--- config.mk ---
export PLATFORM = sky130hd
export DESIGN_NAME = dmem_router
export DESIGN_NICKNAME = d
export VERILOG_FILES = /design/src/rtl/dmem_router_pkg.sv /design/src/rtl/dmem_router_rst_sync.sv /design/src/rtl/dmem_router_decode.sv /design/src/rtl/dmem_router_ext.sv /design/src/rtl/dmem_router_resp.sv /design/src/rtl/dmem_router.sv
export SDC_FILE = /design/constraint.sdc
export NUM_CORES = 1
export LEC_CHECK = 0
export BUFFER_PORTS_ARGS = -buffer_cell sky130_fd_sc_hd__buf_2
export CORE_MARGIN = 1.5
export CORE_UTILIZATION = 38
export DETAILED_ROUTE_END_ITERATION = 8
export GPL_TIMING_DRIVEN = 1
export PLACE_DENSITY = 0.85
export SYNTH_ARGS = -nofsm -noshare
export SYNTH_HDL_FRONTEND = slang
export SYNTH_SLANG_ARGS = --single-unit
--- constraint.sdc ---
create_clock -name clk -period 1.8 [get_ports clk]
set_input_delay 0.18 -clock clk [delete_from_list [all_inputs] [get_ports clk]]
set_output_delay 0.18 -clock clk [all_outputs]
set_load 0.05 [all_outputs]
--- src/rtl/dmem_router_pkg.sv ---
package dmem_router_pkg;

  typedef enum logic [1:0] {
    MODE_DIRECT   = 2'd0,
    MODE_INDIRECT = 2'd1,
    MODE_EXTERN   = 2'd2,
    MODE_RSVD     = 2'd3
  } acc_mode_e;

  typedef enum logic [1:0] {
    TGT_RAM = 2'd0,
    TGT_SFR = 2'd1,
    TGT_EXT = 2'd2,
    TGT_ERR = 2'd3
  } acc_tgt_e;

endpackage

--- src/rtl/dmem_router_rst_sync.sv ---
module dmem_router_rst_sync #(
  parameter int STAGES = 2
) (
  input  logic clk,
  input  logic rst_n,
  output logic rst_sync_n
);
  logic [STAGES-1:0] sync_q;

  always_ff @(posedge clk or negedge rst_n) begin
    if (!rst_n) sync_q <= '0;
    else        sync_q <= {sync_q[STAGES-2:0], 1'b1};
  end

  assign rst_sync_n = sync_q[STAGES-1];
endmodule

--- src/rtl/dmem_router_decode.sv ---
module dmem_router_decode
  import dmem_router_pkg::*;
#(
  parameter int ADDR_W    = 16,
  parameter int SEG_W     = 8,
  parameter int DIR_W     = 11,
  parameter int RAM_BYTES = 2048
) (
  input  logic [1:0]        mode,
  input  logic [ADDR_W-1:0] addr,
  input  logic [SEG_W-1:0]  seg,
  output acc_tgt_e          tgt
);
  logic seg_zero;
  logic in_ram;
  logic dir_over;

  assign seg_zero = (seg == '0);
  assign in_ram   = ({{(32-ADDR_W){1'b0}}, addr} < RAM_BYTES);
  assign dir_over = |addr[ADDR_W-1:DIR_W];

  always_comb begin
    tgt = TGT_ERR;
    case (acc_mode_e'(mode))
      MODE_DIRECT: begin
        if (dir_over)                tgt = TGT_ERR;
        else if (addr[DIR_W-1])      tgt = TGT_SFR;
        else if (seg_zero && in_ram) tgt = TGT_RAM;
        else                         tgt = TGT_EXT;
      end
      MODE_INDIRECT: tgt = (seg_zero && in_ram) ? TGT_RAM : TGT_EXT;
      MODE_EXTERN:   tgt = TGT_EXT;
      default:       tgt = TGT_ERR;
    endcase
  end
endmodule

--- src/rtl/dmem_router_ext.sv ---
module dmem_router_ext #(
  parameter int ADDR_W = 16,
  parameter int SEG_W  = 8,
  parameter int DATA_W = 8,
  localparam int XA_W  = ADDR_W + SEG_W
) (
  input  logic              clk,
  input  logic              rst_n,
  input  logic              start,
  input  logic              start_we,
  input  logic [XA_W-1:0]   start_addr,
  input  logic [DATA_W-1:0] start_wdata,
  output logic              pending,
  output logic              finish,
  output logic              pend_we,
  output logic              ext_req,
  output logic              ext_we,
  output logic [XA_W-1:0]   ext_addr,
  output logic [DATA_W-1:0] ext_wdata,
  input  logic              ext_ack
);
  typedef enum logic {ST_IDLE, ST_WAIT} ext_st_e;

  ext_st_e           st_q, st_d;
  logic              we_q;
  logic [XA_W-1:0]   addr_q;
  logic [DATA_W-1:0] wdata_q;
  logic              cap_en;

  always_comb begin
    st_d   = st_q;
    cap_en = 1'b0;
    finish = 1'b0;
    case (st_q)
      ST_IDLE: if (start) begin
        st_d   = ST_WAIT;
        cap_en = 1'b1;
      end
      ST_WAIT: if (ext_ack) begin
        st_d   = ST_IDLE;
        finish = 1'b1;
      end
      default: st_d = ST_IDLE;
    endcase
  end

  always_ff @(posedge clk or negedge rst_n) begin
    if (!rst_n) st_q <= ST_IDLE;
    else        st_q <= st_d;
  end

  always_ff @(posedge clk or negedge rst_n) begin
    if (!rst_n) begin
      we_q    <= 1'b0;
      addr_q  <= '0;
      wdata_q <= '0;
    end else if (cap_en) begin
      we_q    <= start_we;
      addr_q  <= start_addr;
      wdata_q <= start_wdata;
    end
  end

  assign pending   = (st_q == ST_WAIT);
  assign pend_we   = we_q;
  assign ext_req   = pending;
  assign ext_we    = we_q;
  assign ext_addr  = addr_q;
  assign ext_wdata = wdata_q;


  ext_hold_chk: assert property (@(posedge clk) disable iff (!rst_n)
    (ext_req && !ext_ack) |=> (ext_req && $stable(ext_addr) && $stable(ext_we)));


  ext_release_chk: assert property (@(posedge clk) disable iff (!rst_n)
    (ext_req && ext_ack) |=> !ext_req);
endmodule

--- src/rtl/dmem_router_resp.sv ---
module dmem_router_resp #(
  parameter int DATA_W = 8
) (
  input  logic              clk,
  input  logic              rst_n,
  input  logic              fire_ram,
  input  logic              fire_sfr,
  input  logic              fire_ext,
  input  logic              fire_err,
  input  logic              acc_we,
  input  logic [DATA_W-1:0] ram_rdata,
  input  logic [DATA_W-1:0] sfr_rdata,
  input  logic [DATA_W-1:0] ext_rdata,
  output logic              rsp_done,
  output logic              rsp_err,
  output logic [DATA_W-1:0] rsp_rdata
);
  logic              done_d, err_d;
  logic [DATA_W-1:0] rdata_d;
  logic              done_q, err_q;
  logic [DATA_W-1:0] rdata_q;

  always_comb begin
    done_d  = fire_ram | fire_sfr | fire_ext | fire_err;
    err_d   = fire_err;
    rdata_d = '0;
    if (!acc_we) begin
      if (fire_ram)      rdata_d = ram_rdata;
      else if (fire_sfr) rdata_d = sfr_rdata;
      else if (fire_ext) rdata_d = ext_rdata;
    end
  end

  always_ff @(posedge clk or negedge rst_n) begin
    if (!rst_n) begin
      done_q  <= 1'b0;
      err_q   <= 1'b0;
      rdata_q <= '0;
    end else begin
      done_q  <= done_d;
      err_q   <= err_d;
      rdata_q <= rdata_d;
    end
  end

  assign rsp_done  = done_q;
  assign rsp_err   = err_q;
  assign rsp_rdata = rdata_q;


  err_needs_done_chk: assert property (@(posedge clk) disable iff (!rst_n)
    rsp_err |-> (rsp_done && rsp_rdata == '0));
endmodule

--- src/rtl/dmem_router.sv ---
module dmem_router
  import dmem_router_pkg::*;
#(
  parameter int ADDR_W    = 16,
  parameter int SEG_W     = 8,
  parameter int DATA_W    = 8,
  parameter int DIR_W     = 11,
  parameter int RAM_BYTES = 2048,
  localparam int XA_W     = ADDR_W + SEG_W
) (
  input  logic              clk,
  input  logic              rst_n,
  input  logic              req_valid,
  input  logic [1:0]        req_mode,
  input  logic              req_we,
  input  logic [ADDR_W-1:0] req_addr,
  input  logic [DATA_W-1:0] req_wdata,
  input  logic [SEG_W-1:0]  seg_reg,
  output logic              req_busy,
  output logic              rsp_done,
  output logic              rsp_err,
  output logic [DATA_W-1:0] rsp_rdata,
  output logic              ram_sel,
  output logic              ram_we,
  output logic [ADDR_W-1:0] ram_addr,
  output logic [DATA_W-1:0] ram_wdata,
  input  logic [DATA_W-1:0] ram_rdata,
  output logic              sfr_sel,
  output logic              sfr_we,
  output logic [DIR_W-1:0]  sfr_addr,
  output logic [DATA_W-1:0] sfr_wdata,
  input  logic [DATA_W-1:0] sfr_rdata,
  output logic              ext_req,
  output logic              ext_we,
  output logic [XA_W-1:0]   ext_addr,
  output logic [DATA_W-1:0] ext_wdata,
  input  logic              ext_ack,
  input  logic [DATA_W-1:0] ext_rdata
);
  logic     rst_i_n;
  acc_tgt_e tgt;
  logic     accept;
  logic     go_ram, go_sfr, go_ext, go_err;
  logic     ext_pending, ext_finish, ext_pend_we;
  logic     rsp_we;

  dmem_router_rst_sync #(.STAGES(2)) u_rst (
    .clk(clk), .rst_n(rst_n), .rst_sync_n(rst_i_n)
  );

  dmem_router_decode #(
    .ADDR_W(ADDR_W), .SEG_W(SEG_W), .DIR_W(DIR_W), .RAM_BYTES(RAM_BYTES)
  ) u_dec (
    .mode(req_mode), .addr(req_addr), .seg(seg_reg), .tgt(tgt)
  );

  assign accept = req_valid && !ext_pending;
  assign go_ram = accept && (tgt == TGT_RAM);
  assign go_sfr = accept && (tgt == TGT_SFR);
  assign go_ext = accept && (tgt == TGT_EXT);
  assign go_err = accept && (tgt == TGT_ERR);

  assign ram_sel   = go_ram;
  assign ram_we    = go_ram && req_we;
  assign ram_addr  = req_addr;
  assign ram_wdata = req_wdata;

  assign sfr_sel   = go_sfr;
  assign sfr_we    = go_sfr && req_we;
  assign sfr_addr  = req_addr[DIR_W-1:0];
  assign sfr_wdata = req_wdata;

  dmem_router_ext #(
    .ADDR_W(ADDR_W), .SEG_W(SEG_W), .DATA_W(DATA_W)
  ) u_ext (
    .clk(clk), .rst_n(rst_i_n),
    .start(go_ext), .start_we(req_we),
    .start_addr({seg_reg, req_addr}), .start_wdata(req_wdata),
    .pending(ext_pending), .finish(ext_finish), .pend_we(ext_pend_we),
    .ext_req(ext_req), .ext_we(ext_we), .ext_addr(ext_addr),
    .ext_wdata(ext_wdata), .ext_ack(ext_ack)
  );

  assign req_busy = ext_pending;
  assign rsp_we   = ext_finish ? ext_pend_we : req_we;

  dmem_router_resp #(.DATA_W(DATA_W)) u_resp (
    .clk(clk), .rst_n(rst_i_n),
    .fire_ram(go_ram), .fire_sfr(go_sfr), .fire_ext(ext_finish),
    .fire_err(go_err), .acc_we(rsp_we),
    .ram_rdata(ram_rdata), .sfr_rdata(sfr_rdata), .ext_rdata(ext_rdata),
    .rsp_done(rsp_done), .rsp_err(rsp_err), .rsp_rdata(rsp_rdata)
  );


  one_target_chk: assert property (@(posedge clk) disable iff (!rst_i_n)
    $onehot0({ram_sel, sfr_sel, ext_req}));


  busy_refuse_chk: assert property (@(posedge clk) disable iff (!rst_i_n)
    req_busy |-> (!ram_sel && !sfr_sel && !rsp_err));


  sfr_direct_only_chk: assert property (@(posedge clk) disable iff (!rst_i_n)
    sfr_sel |-> (req_mode == 2'd0 && req_addr >= 16'h0400 && req_addr <= 16'h07FF));


  fast_done_chk: assert property (@(posedge clk) disable iff (!rst_i_n)
    (ram_sel || sfr_sel) |=> (rsp_done && !rsp_err));


  ext_done_chk: assert property (@(posedge clk) disable iff (!rst_i_n)
    (ext_req && ext_ack) |=> (rsp_done && !rsp_err));


  ext_mode_chk: assert property (@(posedge clk) disable iff (!rst_i_n)
    (req_valid && !req_busy && req_mode == 2'd2) |=> (ext_req && !rsp_done));
endmodule

==> flow_summary.ini, run 1 <==
[worst_setup_path]
timing.critical_path.cells = buf_6 -> or4_4 -> o22ai_4 -> nand3_2 -> or2_4 -> nor2_4 -> buf_8
max_stage_delay_ns = 0.55
cp-end-kind = output port
slowest_stage_cell_cp = or4_4
critPathMaxFanout = 3
critical_path_required_ns = 1.62
ff2ff_path_depth = 7
worstReg2RegEnd = u_ext.ext_addr[17]
timing.rr.start = u_ext.ext_req
setup.reg_to_reg.worst_slack_ns = 0.21
path_class = in2out
critPathLaunchType = input pin
critPathArrivalTime_ns = 1.71

[drt]
postRouteAntennaNets = 0
drt-pass1-iter-count = 4
drt-vias-per-instance = 4.61
detail_route.wirelength_um = 6180
vias = 1914
route.detailed.drc = 0
wl_per_cell_um = 14.9
drt-initial-drc-count = 32

[sta]
layout_setup_ws_ns = -0.0886
hold_ws_ns = 0.102
setup_tns_ns = -1.48
fin_crit_sh_pct = 105
slew-limit-headroom_pct = 61.4
timing.clock.skew_ns = 0.00614
tightestPinTransition_ns = 0.577
slew_viol_final = 0
layout_min_cycle_time_ns = 1.89
rsz0062_at_grt = true
max_freq_mhz = 529
timing_hold_violations_final = 0
setup_viol = 36

[layout]
seqCellArea_um2 = 1150
fin_util_pct = 58.3
fillerInstances = 513
layout.nets = 406
design_area_um2 = 3530
multi_input_area_um2 = 987
drive_gt1_share_pct = 71.5
areaGrowthSynthToFinish_pct = 45.5
antenna_cells_inserted = 0

[grt]
maximum_number_of_pins_on_one_net_before_global_route_repair = 26
grt_pass1_wl_um = 9430
grt_pass1_vias = 1892
grt_util_all_layers_pct = 17.1
grt_antenna_before_repair = 0
globalRoute.totalOverflow = 0

[synthesis]
synth_ff_type = dfrtp_1
avgSynthCellArea_um2 = 12.3
post_synth_and_or_nand_nor_area_fraction_pct = 7.78
synth_top_family_by_area = multiplexers
yosys-top-cells-area = dfrtp_1 47%, mux2_4 19%, buf_4 14%
synth.area.mux_share_pct = 19.9
syn-cell-area_um2 = 2430
postSynthRegisterBits = 46
syn-num-nets = 264
synth.top_cell.area_share_pct = 47.4
synth_cell_types = 32
synth_enable_flop_cells = 0
synth_area_leader_cell = dfrtp_1
register_area_share_after_synthesis_pct = 47.4
yosysMostFrequentCell = dfrtp_1
ys_top_cells_by_count = 46 x dfrtp_1, 44 x buf_4, 30 x mux2_4, 12 x nor2_1, 10 x nand2_1
share_of_async_settable_or_async_resettable_flops_after_synthesis_pct = 100
synthCells = 197
synth_fa_ha_area_share_pct = 2.06
ys.warnings.count = 0
synth-xor-area-share_pct = 0
synth_compound_area_share_pct = 6.39

[clocking]
cts.clk_slew.worst_paths_ns = 0.08
cts.root.buffer_cell = clkbuf_8
cts_buffers = 5
cts_buffer_depth = 2
clock_sinks = 46
htreeDepth = 2
cts_tree = yes
worst_skew_pair.late_latency_ns = 0.29

[placement]
hpwlAfterDp_um = 4690
detailedPlace.worstSlack_ns = -0.381
gpl.final_weighted_congestion = 0.848
placed_cell_area_um2 = 3180
port_buf_inserts = 154

[die]
core_um2 = 6060
chipWidth_um = 82.9
die_extent_in_y_um = 82.9
num_rows = 28
top_level_ports = 155
dieArea_um2 = 6880
floorplan.initialDensity_pct = 40.1

[run_status]
violated_checks = setup timing
status = finished, violations left

[run]
timing.max_cap.violations = 0

[power_and_ir_drop]
power.leakage_nw = 1.86
power.ir.vdd_worst_v = 0.000799
power_density_nw_per_um2 = 1270

[hold_path]
worstHoldPathType = in2reg
whs_path_depth = 2
hold_end = u_ext.ext_req
hold_path.startpoint = ext_ack
-- worst max-delay path by stage --
stage | start | end | slack [ns] | cells after the start
2_1_floorplan | req_mode[1] | ram_we | -0.16 | 8
4_1_cts | seg_reg[2] | ram_we | -0.08 | 7
5_1_grt | seg_reg[0] | ram_we | -0.15 | 7
3_3_place_gp | req_mode[1] | ram_we | -0.32 | 9
3_5_place_dp | req_mode[1] | ram_we | -0.38 | 9
6_report | seg_reg[0] | ram_we | -0.09 | 7
-- routing by layer --
layer	part of all wire (%)	up-vias	global-route usage (%)	wire length (um)
met4	0.73	0	5.15	45
li1	-	904	-	-
met5	0	-	0	0
met1	39	934	19.3	2400
met2	56	71	32.2	3460
met3	4.5	5	3.28	279
-- registers in the layout (all words and copies together) (netlist names) --
signal            cells
u_ext.ext_we          1
u_rst.sync_q          2
u_ext.ext_req         1
u_ext.ext_addr       24
u_ext.ext_wdata       8
u_resp.rsp_err        1
u_resp.rsp_done       1
u_resp.rsp_rdata      8
-- power breakdown --
group | switching [W] | leakage [nW] | internal (W)
logic | 0.00161 | 1.25 | 0.000765
registers | 0.000163 | 0.561 | 0.00131
clock network | 0.000323 | 0.0482 | 0.000310
-- through the flow --
| step | power [W] | cells |
|---|---|---|
| after CTS | 0.00447 | 410 |
| after detailed placement | 0.00378 | 397 |
| after global routing | 0.00469 | 415 |
| after floorplan | 0.00328 | 197 |
| after global placement | 0.00373 | 397 |
| final | 0.00449 | 415 |
-- cells in the final DEF (no fill, tap or decap), types with 2 or more instances in the layout --
cell type / synthesis / routed
buf_12: 0 / 3
buf_2: 1 / 146
buf_4: 44 / 21
buf_6: 3 / 7
buf_8: 0 / 2
clkbuf_16: 0 / 3
clkbuf_8: 0 / 6
dfrtp_1: 46 / 45
ha_1: 4 / 3
inv_1: 5 / 3
mux2_4: 30 / 33
nand2_1: 10 / 10
nand3_2: 1 / 2
nor2_1: 12 / 11
nor2_4: 1 / 2
o21a_1: 8 / 8
o21ai_1: 8 / 8
o22ai_4: 0 / 2
or4_4: 0 / 2
-- layout make-up --
cell class,instances,area share (%)
clock inverter,1,0.142
timing repair buffer,184,33.1
clock buffer,7,2.44
multi-input combinational,96,27.9
tap,75,2.65
sequential,46,32.6
inverter,6,1.13
-- critical path, delay by kind of cell --
family / cells / cell delay [ns]
buffers and inverters: 2 / 0.24
AOI/OAI and AO/OA: 1 / 0.21
and+or+nand+nor: 4 / 1.07
-- cell families (layout without fill, tap and decap cells) --
kind of cell / Yosys count / in the layout
adder cells (fa/ha/maj): 4 / 4
AO/OA/AOI/OAI: 21 / 21
flip-flops: 46 / 46
multiplexers: 33 / 33
other: 1 / 1
buffers and inverters: 55 / 198
AND/OR/NAND/NOR: 37 / 37
-- repair_timing --
item,CTS,global route
endpoints found under the hold margin,2,0
hold buffers,1,0
pin swaps,8,2
resized for setup,23,6
setup buffers,5,3
gates cloned,0,3
endpoints found under the setup margin,6,37
No activity file was read; power rests on OpenSTA's default activity.
==> run 2, diff against run 1 <==
--- a/config.mk
+++ b/config.mk
@@ -11,6 +11,7 @@
 export DETAILED_ROUTE_END_ITERATION = 8
 export GPL_TIMING_DRIVEN = 1
 export PLACE_DENSITY = 0.85
+export RECOVER_POWER = 25
 export SYNTH_ARGS = -nofsm -noshare
 export SYNTH_HDL_FRONTEND = slang
 export SYNTH_SLANG_ARGS = --single-unit
==> run 2 against run 1 <==
The flow still finishes with violations (setup timing). Worst setup slack worse by 0.0026 ns. First-iteration DRC count is 13% lower. Via count is 0.21% higher. Largest power group unchanged.
==> flow_summary.ini, run 2 (synthesis results as in run 1) <==
[die]
dieArea_um2 = 6880
num_rows = 28
floorplan.initialDensity_pct = 40.1
core_um2 = 6060
die_extent_in_y_um = 82.9
top_level_ports = 155
chipWidth_um = 82.9

[clocking]
htreeDepth = 2
cts_tree = yes
cts_buffer_depth = 2
clock_sinks = 46
cts.root.buffer_cell = clkbuf_8
cts_buffers = 5
worst_skew_pair.late_latency_ns = 0.29
cts.clk_slew.worst_paths_ns = 0.08

[sta]
tightestPinTransition_ns = 0.887
timing_hold_violations_final = 0
setup_viol = 36
rsz0062_at_grt = true
slew_viol_final = 0
layout_min_cycle_time_ns = 1.89
slew-limit-headroom_pct = 40.9
fin_crit_sh_pct = 105
layout_setup_ws_ns = -0.0912
timing.clock.skew_ns = 0.00616
max_freq_mhz = 529

[power_and_ir_drop]
power.ir.vdd_worst_v = 0.000798
power.leakage_nw = 1.82
finalPower_w = 0.00448
power_density_nw_per_um2 = 1270

[worst_setup_path]
timing.critical_path.cells = buf_6 -> or4_4 -> o22ai_4 -> nand3_2 -> or2_4 -> nor2_4 -> buf_8
path_class = in2out
max_stage_delay_ns = 0.56
critPathArrivalTime_ns = 1.71
critical_path_required_ns = 1.62
critPathLaunchType = input pin
cp-end-kind = output port
critPathMaxFanout = 3
setup.reg_to_reg.worst_slack_ns = 0.21
slowest_stage_cell_cp = or4_4

[placement]
port_buf_inserts = 154
place_inst = 397
gpl.final_weighted_congestion = 0.848
detailedPlace.worstSlack_ns = -0.381
hpwlAfterDp_um = 4690

[layout]
areaGrowthSynthToFinish_pct = 44.7
fillerInstances = 525
final_cell_mix = 131 x buf_2, 46 x dfrtp_1, 33 x mux2_4
multi_input_area_um2 = 987
layout.nets = 406
seqCellArea_um2 = 1150
layout.cells.non_filler = 415
antenna_cells_inserted = 0
largest_reg_flops = 24
drive_gt1_share_pct = 66.8
final_common_cell = buf_2
fin_util_pct = 58.0

[drt]
wl_per_cell_um = 14.9
drt-initial-drc-count = 28
drt-vias-per-instance = 4.62
drt-pass1-iter-count = 4
detail_route.wirelength_um = 6190
route.detailed.drc = 0
postRouteAntennaNets = 0
vias = 1918

[run_status]
status = finished, violations left
violated_checks = setup timing

[grt]
grt_antenna_before_repair = 0
maximum_number_of_pins_on_one_net_before_global_route_repair = 26
grt_util_all_layers_pct = 17.1
grt_pass1_vias = 1892
globalRoute.totalOverflow = 0
grt_pass1_wl_um = 9430

[hold_path]
worstHoldPathType = in2reg

[run]
timing.max_cap.violations = 0
-- run 2: changes by cell type in the layout (fill, tap and decap cells not counted) --
cell,delta
clkbuf_1,+15
dfrtp_2,-1
buf_2,-15
dfrtp_1,+1
-- run 2: layout make-up --
cell class	count	area share (%)
tap	75	2.67
timing repair buffer	184	32.8
inverter	6	1.14
clock buffer	7	2.46
multi-input combinational	96	28.1
clock inverter	1	0.142
sequential	46	32.8
-- run 2: power by group --
part           switching [W]  internal (W)
combinational        0.00161      0.000760
sequential          0.000161       0.00131
clock               0.000323      0.000310
-- run 2: repair_timing --
action	4_1_cts	5_1_grt
resized for setup	23	6
cloned	0	3
hold buffers	1	0
endpoints found under the setup margin	6	37
pin swaps	8	2
endpoints found under the hold margin	2	0
setup buffers	5	3
-- run 2: final timing paths --
kind	from	end	cells past startpoint
min in group asynchronous	rst_n	u_rst.sync_q[0]	2
worst max register to register	u_ext.ext_req	u_ext.ext_wdata[1]	7
worst min-delay path	ext_ack	u_ext.ext_req	2
worst min register to register	u_rst.sync_q[0]	u_rst.sync_q[1]	0
worst max-delay path	seg_reg[0]	ram_we	7
max in group asynchronous	u_rst.sync_q[1]	u_ext.ext_addr[17]	1
-- run 2: layer usage --
metal	wire, um	part of all wire (%)	global-route usage [%]
met2	3450	56	32.2
met1	2430	39	19.3
met5	0	0	0
met3	266	4.3	3.28
met4	45	0.73	5.15
-- run 2: through the flow --
stage,hold slack [ns],TNS (ns),instance area [um2]
5_1_grt,0.0889,-2.61,3510
3_5_place_dp,-0.0308,-13.10,3180
6_report,0.102,-1.58,3510
4_1_cts,0.0870,-0.203,3400
2_1_floorplan,-0.116,-3.98,2510
3_3_place_gp,-0.0341,-10.89,3180
-- run 2: worst max-delay path, delay by kind of cell --
kind | cells | cell delay [ns]
buffers and inverters | 2 | 0.24
AO/OA/AOI/OAI | 1 | 0.21
AND/OR/NAND/NOR | 4 | 1.08
